$ cat config.mk
export PLATFORM = sky130hd
export DESIGN_NAME = supv_rst_seq
export DESIGN_NICKNAME = d
export VERILOG_FILES = /design/src/rtl/supv_pkg.sv /design/src/rtl/supv_mr_filter.sv /design/src/rtl/supv_tmo_table.sv /design/src/rtl/supv_holdoff.sv /design/src/rtl/supv_rst_seq.sv
export SDC_FILE = /design/constraint.sdc
export NUM_CORES = 1
export LEC_CHECK = 0
export BUFFER_PORTS_ARGS = -buffer_cell sky130_fd_sc_hd__buf_2
export CAP_MARGIN = 0
export CORE_MARGIN = 5
export CORE_UTILIZATION = 59
export DETAILED_ROUTE_END_ITERATION = 10
export GPL_ROUTABILITY_DRIVEN = 0
export PLACE_DENSITY = 0.9
export SETUP_SLACK_MARGIN = 0.15
export SYNTH_ARGS = -nofsm -noshare
export SYNTH_HDL_FRONTEND = slang
export SYNTH_HIERARCHICAL = 1
export SYNTH_SLANG_ARGS = --single-unit
$ cat constraint.sdc
create_clock -name clk -period 2.25 [get_ports clk]
set_input_delay 0.45 -clock clk [delete_from_list [all_inputs] [get_ports clk]]
set_output_delay 0.45 -clock clk [all_outputs]
set_load 0.005 [all_outputs]
$ cat src/rtl/supv_pkg.sv
package supv_pkg;

  typedef enum logic [2:0] {
    SEL_D1 = 3'd0,
    SEL_D2 = 3'd1,
    SEL_D3 = 3'd2,
    SEL_D5 = 3'd3,
    SEL_D6 = 3'd4,
    SEL_D4 = 3'd5
  } tmo_sel_e;

  function automatic int unsigned max2(input int unsigned a, input int unsigned b);
    return (a > b) ? a : b;
  endfunction

  function automatic int unsigned bits_for(input int unsigned v);
    return (v < 2) ? 1 : $clog2(v + 1);
  endfunction

endpackage

$ cat src/rtl/supv_mr_filter.sv
module supv_mr_filter #(
  parameter int unsigned SYNC_STAGES = 2,
  parameter int unsigned FILT_CYC    = 4
) (
  input  logic clk,
  input  logic arst_n,
  input  logic mr_n_raw,
  output logic mr_n_filt
);
  localparam int unsigned FW = (FILT_CYC > 2) ? $clog2(FILT_CYC) : 1;

  logic [SYNC_STAGES-1:0] sync_q;
  logic                   mr_s;

  always_ff @(posedge clk or negedge arst_n) begin
    if (!arst_n) sync_q <= '1;
    else         sync_q <= {sync_q[SYNC_STAGES-2:0], mr_n_raw};
  end
  assign mr_s = sync_q[SYNC_STAGES-1];

  generate
    if (FILT_CYC <= 1) begin : g_nofilt
      assign mr_n_filt = mr_s;
    end else begin : g_filt
      logic [FW-1:0] run_q;
      logic          state_q;
      always_ff @(posedge clk or negedge arst_n) begin
        if (!arst_n) begin
          run_q   <= '0;
          state_q <= 1'b1;
        end else if (mr_s != state_q) begin
          if (run_q == FW'(FILT_CYC - 1)) begin
            state_q <= mr_s;
            run_q   <= '0;
          end else begin
            run_q <= run_q + FW'(1);
          end
        end else begin
          run_q <= '0;
        end
      end
      assign mr_n_filt = state_q;
    end
  endgenerate
endmodule

$ cat src/rtl/supv_tmo_table.sv
module supv_tmo_table
  import supv_pkg::*;
#(
  parameter int unsigned CW   = 11,
  parameter int unsigned T_D1 = 2,
  parameter int unsigned T_D2 = 9,
  parameter int unsigned T_D3 = 140,
  parameter int unsigned T_D5 = 280,
  parameter int unsigned T_D6 = 560,
  parameter int unsigned T_D4 = 1120
) (
  input  logic [2:0]    sel,
  output logic [CW-1:0] limit
);
  always_comb begin
    case (sel)
      SEL_D1:  limit = CW'(T_D1);
      SEL_D2:  limit = CW'(T_D2);
      SEL_D3:  limit = CW'(T_D3);
      SEL_D5:  limit = CW'(T_D5);
      SEL_D6:  limit = CW'(T_D6);
      SEL_D4:  limit = CW'(T_D4);
      default: limit = CW'(T_D3);
    endcase
  end
endmodule

$ cat src/rtl/supv_holdoff.sv
module supv_holdoff #(
  parameter int unsigned CW = 11
) (
  input  logic          clk,
  input  logic          arst_n,
  input  logic          fault,
  input  logic          tick,
  input  logic [CW-1:0] limit,
  output logic          asserted,
  output logic          event_p,
  output logic          release_p
);
  logic [CW-1:0] cnt_q;
  logic          asrt_q, ev_q, rel_q;
  logic          done;

  assign done = tick && (cnt_q >= limit - CW'(1));

  always_ff @(posedge clk or negedge arst_n) begin
    if (!arst_n) begin
      cnt_q  <= '0;
      asrt_q <= 1'b1;
      ev_q   <= 1'b0;
      rel_q  <= 1'b0;
    end else begin
      ev_q  <= fault && !asrt_q;
      rel_q <= 1'b0;
      if (fault) begin
        cnt_q  <= '0;
        asrt_q <= 1'b1;
      end else if (asrt_q && tick) begin
        if (done) begin
          cnt_q  <= '0;
          asrt_q <= 1'b0;
          rel_q  <= 1'b1;
        end else begin
          cnt_q <= cnt_q + CW'(1);
        end
      end
    end
  end

  assign asserted  = asrt_q;
  assign event_p   = ev_q;
  assign release_p = rel_q;
endmodule

$ cat src/rtl/supv_rst_seq.sv
module supv_rst_seq
  import supv_pkg::*;
#(
  parameter int unsigned SYNC_STAGES = 2,
  parameter int unsigned MR_FILT_CYC = 32,
  parameter int unsigned T_D1        = 2,
  parameter int unsigned T_D2        = 9,
  parameter int unsigned T_D3        = 140,
  parameter int unsigned T_D5        = 280,
  parameter int unsigned T_D6        = 560,
  parameter int unsigned T_D4        = 1120
) (
  input  logic       clk,
  input  logic       arst_n,
  input  logic       tick_ms,
  input  logic       pg_pri,
  input  logic       pg_sec,
  input  logic       pg_adj,
  input  logic       mr_n,
  input  logic [2:0] tmo_sel,
  output logic       rst_n,
  output logic       rst_event,
  output logic       rst_release
);
  localparam int unsigned T_MAX = max2(max2(max2(T_D1, T_D2), max2(T_D3, T_D5)), max2(T_D6, T_D4));
  localparam int unsigned CW    = bits_for(T_MAX);

  logic          mr_ok;
  logic          fault;
  logic [CW-1:0] limit;
  logic          asserted;

  supv_mr_filter #(
    .SYNC_STAGES (SYNC_STAGES),
    .FILT_CYC    (MR_FILT_CYC)
  ) u_mr (
    .clk       (clk),
    .arst_n    (arst_n),
    .mr_n_raw  (mr_n),
    .mr_n_filt (mr_ok)
  );

  supv_tmo_table #(
    .CW   (CW),
    .T_D1 (T_D1),
    .T_D2 (T_D2),
    .T_D3 (T_D3),
    .T_D5 (T_D5),
    .T_D6 (T_D6),
    .T_D4 (T_D4)
  ) u_tbl (
    .sel   (tmo_sel),
    .limit (limit)
  );

  assign fault = !(pg_pri && pg_sec && pg_adj && mr_ok);

  supv_holdoff #(.CW(CW)) u_hold (
    .clk       (clk),
    .arst_n    (arst_n),
    .fault     (fault),
    .tick      (tick_ms),
    .limit     (limit),
    .asserted  (asserted),
    .event_p   (rst_event),
    .release_p (rst_release)
  );

  assign rst_n = !asserted;
endmodule

Word-level counts from Yosys, hierarchy flattened
Index checks and enable logic that the tools add are counted.

Add/sub/neg operators: 3. Magnitude comparators: 1. Equality and inequality tests: 8. Muxes and demuxes: 12. Reduce and logical (&&, ||, !) cells: 11.

Operators by type and width (number): case mux 11 bit (5 select lines) (1); two-way mux 11 bit (3); adder 11 x 1 -> 11 bit (second input constant) (1); >= comparator 11 bit (1); subtractor 11 x 1 -> 11 bit (second input constant) (1); two-way mux 5 bit (2); == test 3 bit (second input constant) (2); logical AND 1 bit (6); two-way mux 1 bit (6); adder 5 x 1 -> 5 bit (second input constant) (1); == test 5 bit (second input constant) (1); inequality test 2 x 1 -> 1 bit (second input constant) (2); AND reduction 2 bit (2); == test 3 x 1 -> 1 bit (second input constant) (1); == test 3 x 2 -> 1 bit (second input constant) (1); logical NOT 3 bit (1); logical NOT 1 bit (2); inequality test 1 bit (1).

Register bits after elaboration: 22. Input bits: 10. Output and inout port bits: 3. Word-level logic and storage cells: 42.

Longest topological paths before layout
Word-level depth: 8. Depth in mapped cells: 13. Gate-level depth less buffers: 13.

By module
Netlist, hierarchy kept.

Modules (own cells, without submodules): supv_holdoff (times used 1, cells each 116, area an instance 1099.8 um2, sequential area each 351.6 um2); supv_mr_filter (times used 1, cells each 22, area an instance 319.1 um2, sequential area each 203.9 um2); supv_tmo_table (times used 1, cells each 14, area an instance 88.8 um2, sequential area each 0.0 um2); supv_rst_seq (times used 1, cells each 2, area an instance 10.0 um2, sequential area each 0.0 um2).

Least setup slack after synthesis
OpenSTA, ideal clock, no wires.

Kind: input -> register. From: input tmo_sel[2]. To: register u_hold.rel_q (netlist: u_hold/release_p). Setup time: 0.130 ns. Arrival: 2.533 ns. Required time: 2.120 ns. Setup slack: -0.413 ns. Cell stages on the path: 12. Path buffers: 0. Path through: nand2b_2 and2_1 nor4_4 nand2_1 nor3_1 xnor2_1 ha_1 a21oi_1 o21ai_0 a21oi_2 a21oi_4 nor2b_1.

Longest elaborated chain between the ends: 8. Elaborated cells on any way between the ends: 12. Those cells by class: add/sub (1); order compare (1); eq/ne (4); mux (4); reduce/logical (2).

RTL lines: start: declaration (line supv_rst_seq.sv:20) `input logic [2:0] tmo_sel,`; == test 3 bit (tied with other cells) (line supv_tmo_table.sv:16) `case (sel)`; case mux 11 bit (5 select lines) (*) (line supv_tmo_table.sv:16); named net limit[2] (line supv_rst_seq.sv:30) `logic [CW-1:0] limit;`; subtractor 11 x 1 -> 11 bit (*) (line supv_holdoff.sv:17) `assign done = tick && (cnt_q >= limit - CW'(1));`; >= comparator 11 bit (*) (line supv_holdoff.sv:17); logical AND 1 bit (*) (line supv_holdoff.sv:17); two-way mux 1 bit (*) (line supv_holdoff.sv:32) `if (done) begin`; two-way mux 1 bit (*) (line supv_holdoff.sv:31) `end else if (asrt_q && tick) begin`; two-way mux 1 bit (*) (line supv_holdoff.sv:28) `if (fault) begin`; end signal: assignment (line supv_holdoff.sv:24) `rel_q <= 1'b0;`; end signal: assignment (line supv_holdoff.sv:27) `rel_q <= 1'b0;`; end signal: assignment (line supv_holdoff.sv:35) `rel_q <= 1'b1;`; end: declaration (line supv_holdoff.sv:14) `logic asrt_q, ev_q, rel_q;`.

The timed path passes the listed nets; every way through them passes the cells marked *. A chain may end at the register's enable or synchronous reset.

Worst setup path after layout
Ends and elaborated chain as after synthesis.

==> results.md <==
* Status: finished, violations left
* Violated checks: negative setup slack
* Post-DP HPWL at 2520 um
* Static leakage at ~0.00083 uW
* Arrival time of the worst setup path at between 2000 and 3000 ps
* Synthesis-to-finish area growth at 21.8%
* Clock Tree Root: sky130_fd_sc_hd__clkbuf_4
* Post-synthesis instance area at between 1500 and 2000 um^2
* Area of the die at 3690 um^2
* RSZ-0062 raised after global routing: yes
* Level count of the clock H-tree at 1
* Mean Syn Cell Area at 9.86 um^2
* Worst Clk Skew at approximately 1.6 ps
* Multi-input combinational cell area at about 1000 um^2
* Maximum Capacitance Violations at 0
* Total routing resource utilization after global routing at 20.7%
* Origin of the critical flop-to-flop path: u_mr/mr_n_filt
* Routed vias at ~1300
* Crit. Startpoint: tmo_sel[2]
* TritonCTS clock tree: yes
* RR Endpoint: u_hold/cnt_q[10]
* Routed wire length at about 3600 um
* Number of primary I/O pins at 13
* Average wire per standard cell at roughly 17 um
* Total of hold buffers inserted after clock tree synthesis at 0
* Share of layout cells above drive strength 1 at roughly a third
* Final nets at ~210
* Count of inserted antenna diode cells at 0
* Max Clock Freq at approximately 400 MHz
* Post-layout worst setup margin at -276 ps
* Placement-stage cell area at about 1700 um^2
* Count of filler cells inserted in the layout at ~160
* Clock tree sinks at 22
* Number of detailed-route iterations in the first pass at 4
* Post-synthesis sequential area ratio at between 30% and 40%
* Vias in the first global route at about 1300
* Standard-cell rows at 18
* Horizontal die dimension at slightly above 60 um
* Global-route wire length before repair at 5730 um
* Startpoint-to-endpoint class of the critical path: in -> reg
* Global route total overflow at 0
* Number of remaining DRC errors at 0
* Layout Utilization at between 70 and 80%
* Total area of sequential cells at between 500 and 600 um^2
* Iteration-0 DRC Markers at 36
* FF-to-FF setup slack at 390 ps
* Power per cell area at 416 nW/um^2
* Final Instance Area at roughly 1800 um^2
* Total of warnings raised by yosys at 6
* CP Launch Type: input port
* Flip-flop and latch count after synthesis at 22
* Max rail drop VDD at 0.613 mV
* Hold Fails Final Rpt at 0
* CTS buffer count at 3
* Final min period at 2530 ps
* Period utilisation layout at 112%
* # setup viols final at 13
* Path depth of the worst reg2reg path at 5
* Die height at slightly above 60 um
* Initial Util at roughly 60%
* Slew of the pin with the lowest slew margin at around 470 ps
* Antenna violations before repair at 0
* Number of nets with antenna violations after detailed routing at 0
* Core area at 2480 um^2
* Max-slew violation count at 0
* Count of buffers inserted at the top-level ports at 12
* Largest net degree at the start of global routing at 23
* CTS clock-pin slew for the worst setup and hold paths at about 110 ps
* Path category of the worst min-delay check: in -> async
* Clk_lat worst skew at 310 ps
* Syn Nets at between 150 and 200
* Post-Syn Instances at ~150
* Max_slew headroom at between 60 and 70%
* Largest fanout on the critical path at 6
* Setup crit end kind: flop
* Count of cell types in the netlist at 43
* Maximum clock insertion buffer count at 2
* Ratio of routed vias to standard cells at between 5 and 6
* WP data required at ~2500 ps
sequential cells by signal, indices dropped and copies added, names as in the netlist:
| register | count |
|---|---|
| u_mr/g_filt.run_q | 5 |
| u_mr/sync_q | 2 |
| u_hold/release_p | 1 |
| u_mr/mr_n_filt | 1 |
| u_hold/event_p | 1 |
| u_hold/asserted | 1 |
| u_hold/cnt_q | 11 |
Yosys cell counts:
library cell                 n  area share [%]
sky130_fd_sc_hd__nand2_1    12             3.0
sky130_fd_sc_hd__and2_2      2            0.99
sky130_fd_sc_hd__dfrtp_1    18              30
sky130_fd_sc_hd__nand2b_2    1            0.58
sky130_fd_sc_hd__a21bo_2     1            0.66
sky130_fd_sc_hd__and2b_2     2             1.2
sky130_fd_sc_hd__inv_2       1            0.25
sky130_fd_sc_hd__nor3_1     12             4.0
sky130_fd_sc_hd__nor4_1      2            0.82
sky130_fd_sc_hd__dfstp_2     4             6.9
sky130_fd_sc_hd__a21oi_4     1             1.1
sky130_fd_sc_hd__nor4_4      1             1.4
sky130_fd_sc_hd__nand3_2     1            0.66
sky130_fd_sc_hd__clkbuf_1    1            0.25
sky130_fd_sc_hd__buf_4       2            0.99
sky130_fd_sc_hd__and2_4      1            0.58
sky130_fd_sc_hd__and2b_1     1            0.49
sky130_fd_sc_hd__a21oi_1     9             3.0
sky130_fd_sc_hd__ha_1       15              12
sky130_fd_sc_hd__o2111ai_2   1            0.99
sky130_fd_sc_hd__o22ai_1     1            0.41
sky130_fd_sc_hd__xor2_1      9             5.2
sky130_fd_sc_hd__nand2b_1    3             1.2
sky130_fd_sc_hd__xnor2_1     9             5.2
sky130_fd_sc_hd__nor3_2      1            0.66
sky130_fd_sc_hd__nand2b_4    1            0.91
sky130_fd_sc_hd__and3_1      2            0.82
sky130_fd_sc_hd__o211a_1     1            0.66
sky130_fd_sc_hd__nor3b_1     1            0.49
sky130_fd_sc_hd__nor4_2      1            0.82
sky130_fd_sc_hd__nand3_1     4             1.3
sky130_fd_sc_hd__inv_1       4            0.99
sky130_fd_sc_hd__nor2b_1     4             1.6
sky130_fd_sc_hd__and4_1      2             1.2
sky130_fd_sc_hd__nor2_1      7             1.7
sky130_fd_sc_hd__and2_1      1            0.41
sky130_fd_sc_hd__o211ai_1    1            0.49
sky130_fd_sc_hd__o21bai_1    1            0.49
sky130_fd_sc_hd__a21oi_2     1            0.58
sky130_fd_sc_hd__a21o_1      1            0.49
sky130_fd_sc_hd__mux2_2      1            0.74
sky130_fd_sc_hd__o21ai_0     4             1.3
sky130_fd_sc_hd__nand4_1     6             2.5
through the flow:
stage	TNS (ps)	worst slack (ps)	power [uW]	std cells	hold WS (ps)
4_1_cts	-1380	-140	769	213	88.7
5_1_grt	-3910	-356	814	213	88.9
6_report	-2750	-276	769	213	80.3
3_5_place_dp	-7050	-584	551	207	347
2_1_floorplan	-2430	-231	500	154	154
3_3_place_gp	-5330	-444	540	207	346
area by class of cell:
class	instances	share of cell area (%)
sequential	22	30.1
clock buffer	4	1.96
inverter	5	1.02
timing repair buffer	27	10.0
multi-input combinational	125	54.9
tap	30	2.03
power breakdown:
part           internal [uW]  switching (uW)
Sequential               403            5.04
Combinational           69.0            79.3
Clock                   98.9             113
routing by layer:
layer / GRT usage, % / up-vias / routed length [um]
met1: 27.2 / 617 / 1520
met5: 0 / - / 0
met4: 3.41 / 0 / 16
li1: - / 609 / -
met2: 35.9 / 41 / 1870
met3: 4.26 / 4 / 158
worst max-delay path by stage:
stage	end	slack [ps]	cells past startpoint
2_1_floorplan	u_hold/release_p	-230	12
3_3_place_gp	u_hold/release_p	-440	14
3_5_place_dp	u_hold/release_p	-580	13
4_1_cts	u_hold/cnt_q[7]	-140	13
5_1_grt	u_hold/release_p	-360	13
6_report	u_hold/release_p	-280	13
layout by cell type (no fill, tap or decap), types with 2 or more instances in the layout:
| cell type | n |
|---|---|
| sky130_fd_sc_hd__dfrtp_1 | 18 |
| sky130_fd_sc_hd__buf_4 | 16 |
| sky130_fd_sc_hd__ha_1 | 15 |
| sky130_fd_sc_hd__nand2_1 | 12 |
| sky130_fd_sc_hd__buf_2 | 10 |
| sky130_fd_sc_hd__xnor2_1 | 9 |
| sky130_fd_sc_hd__xor2_1 | 9 |
| sky130_fd_sc_hd__a21oi_1 | 9 |
| sky130_fd_sc_hd__nor3_1 | 8 |
| sky130_fd_sc_hd__nand4_1 | 6 |
| sky130_fd_sc_hd__nor2_1 | 6 |
| sky130_fd_sc_hd__nor3_2 | 5 |
| sky130_fd_sc_hd__inv_1 | 4 |
| sky130_fd_sc_hd__nand3_1 | 4 |
| sky130_fd_sc_hd__dfstp_2 | 4 |
| sky130_fd_sc_hd__clkbuf_4 | 3 |
| sky130_fd_sc_hd__a21oi_4 | 3 |
| sky130_fd_sc_hd__o21ai_0 | 3 |
| sky130_fd_sc_hd__nor2b_1 | 3 |
| sky130_fd_sc_hd__nand2b_4 | 3 |
| sky130_fd_sc_hd__nor4_4 | 2 |
| sky130_fd_sc_hd__and2_2 | 2 |
| sky130_fd_sc_hd__and4_1 | 2 |
| sky130_fd_sc_hd__and3_1 | 2 |
| sky130_fd_sc_hd__nand2b_1 | 2 |
| sky130_fd_sc_hd__and2b_2 | 2 |
| sky130_fd_sc_hd__and2_4 | 2 |
cell families (layout without fill, tap and decap cells):
logic type	Yosys count	count (layout)	share of synthesized area [%]
AOI/OAI and AO/OA	22	23	10.1
xor gates and xnor gates	18	18	10.4
adders and majority gates	15	15	12.4
buffers and inverters	8	36	2.47
DFF	22	22	36.6
muxes	1	1	0.742
and+or+nand+nor	68	68	27.3
worst max-delay path: stages:
cell and delay [ps]:
sky130_fd_sc_hd__buf_8 100, sky130_fd_sc_hd__nand2b_4 140, sky130_fd_sc_hd__and2_4 160, sky130_fd_sc_hd__nor4_4 270
sky130_fd_sc_hd__nand3_2 170, sky130_fd_sc_hd__nor4_4 190, sky130_fd_sc_hd__xnor2_1 110, sky130_fd_sc_hd__ha_1 300
sky130_fd_sc_hd__nand4_1 150, sky130_fd_sc_hd__nor2_2 180, sky130_fd_sc_hd__a21oi_4 120, sky130_fd_sc_hd__a21oi_4 240
sky130_fd_sc_hd__nor2b_4 180
what timing repair did:
action	4_1_cts	5_1_grt
buffers inserted	1	0
hold endpoints to repair	0	0
resized for setup	8	6
setup endpoints to repair	13	13
pin swaps	4	4
gates cloned	1	0
Power figures use the tool's default switching activity.
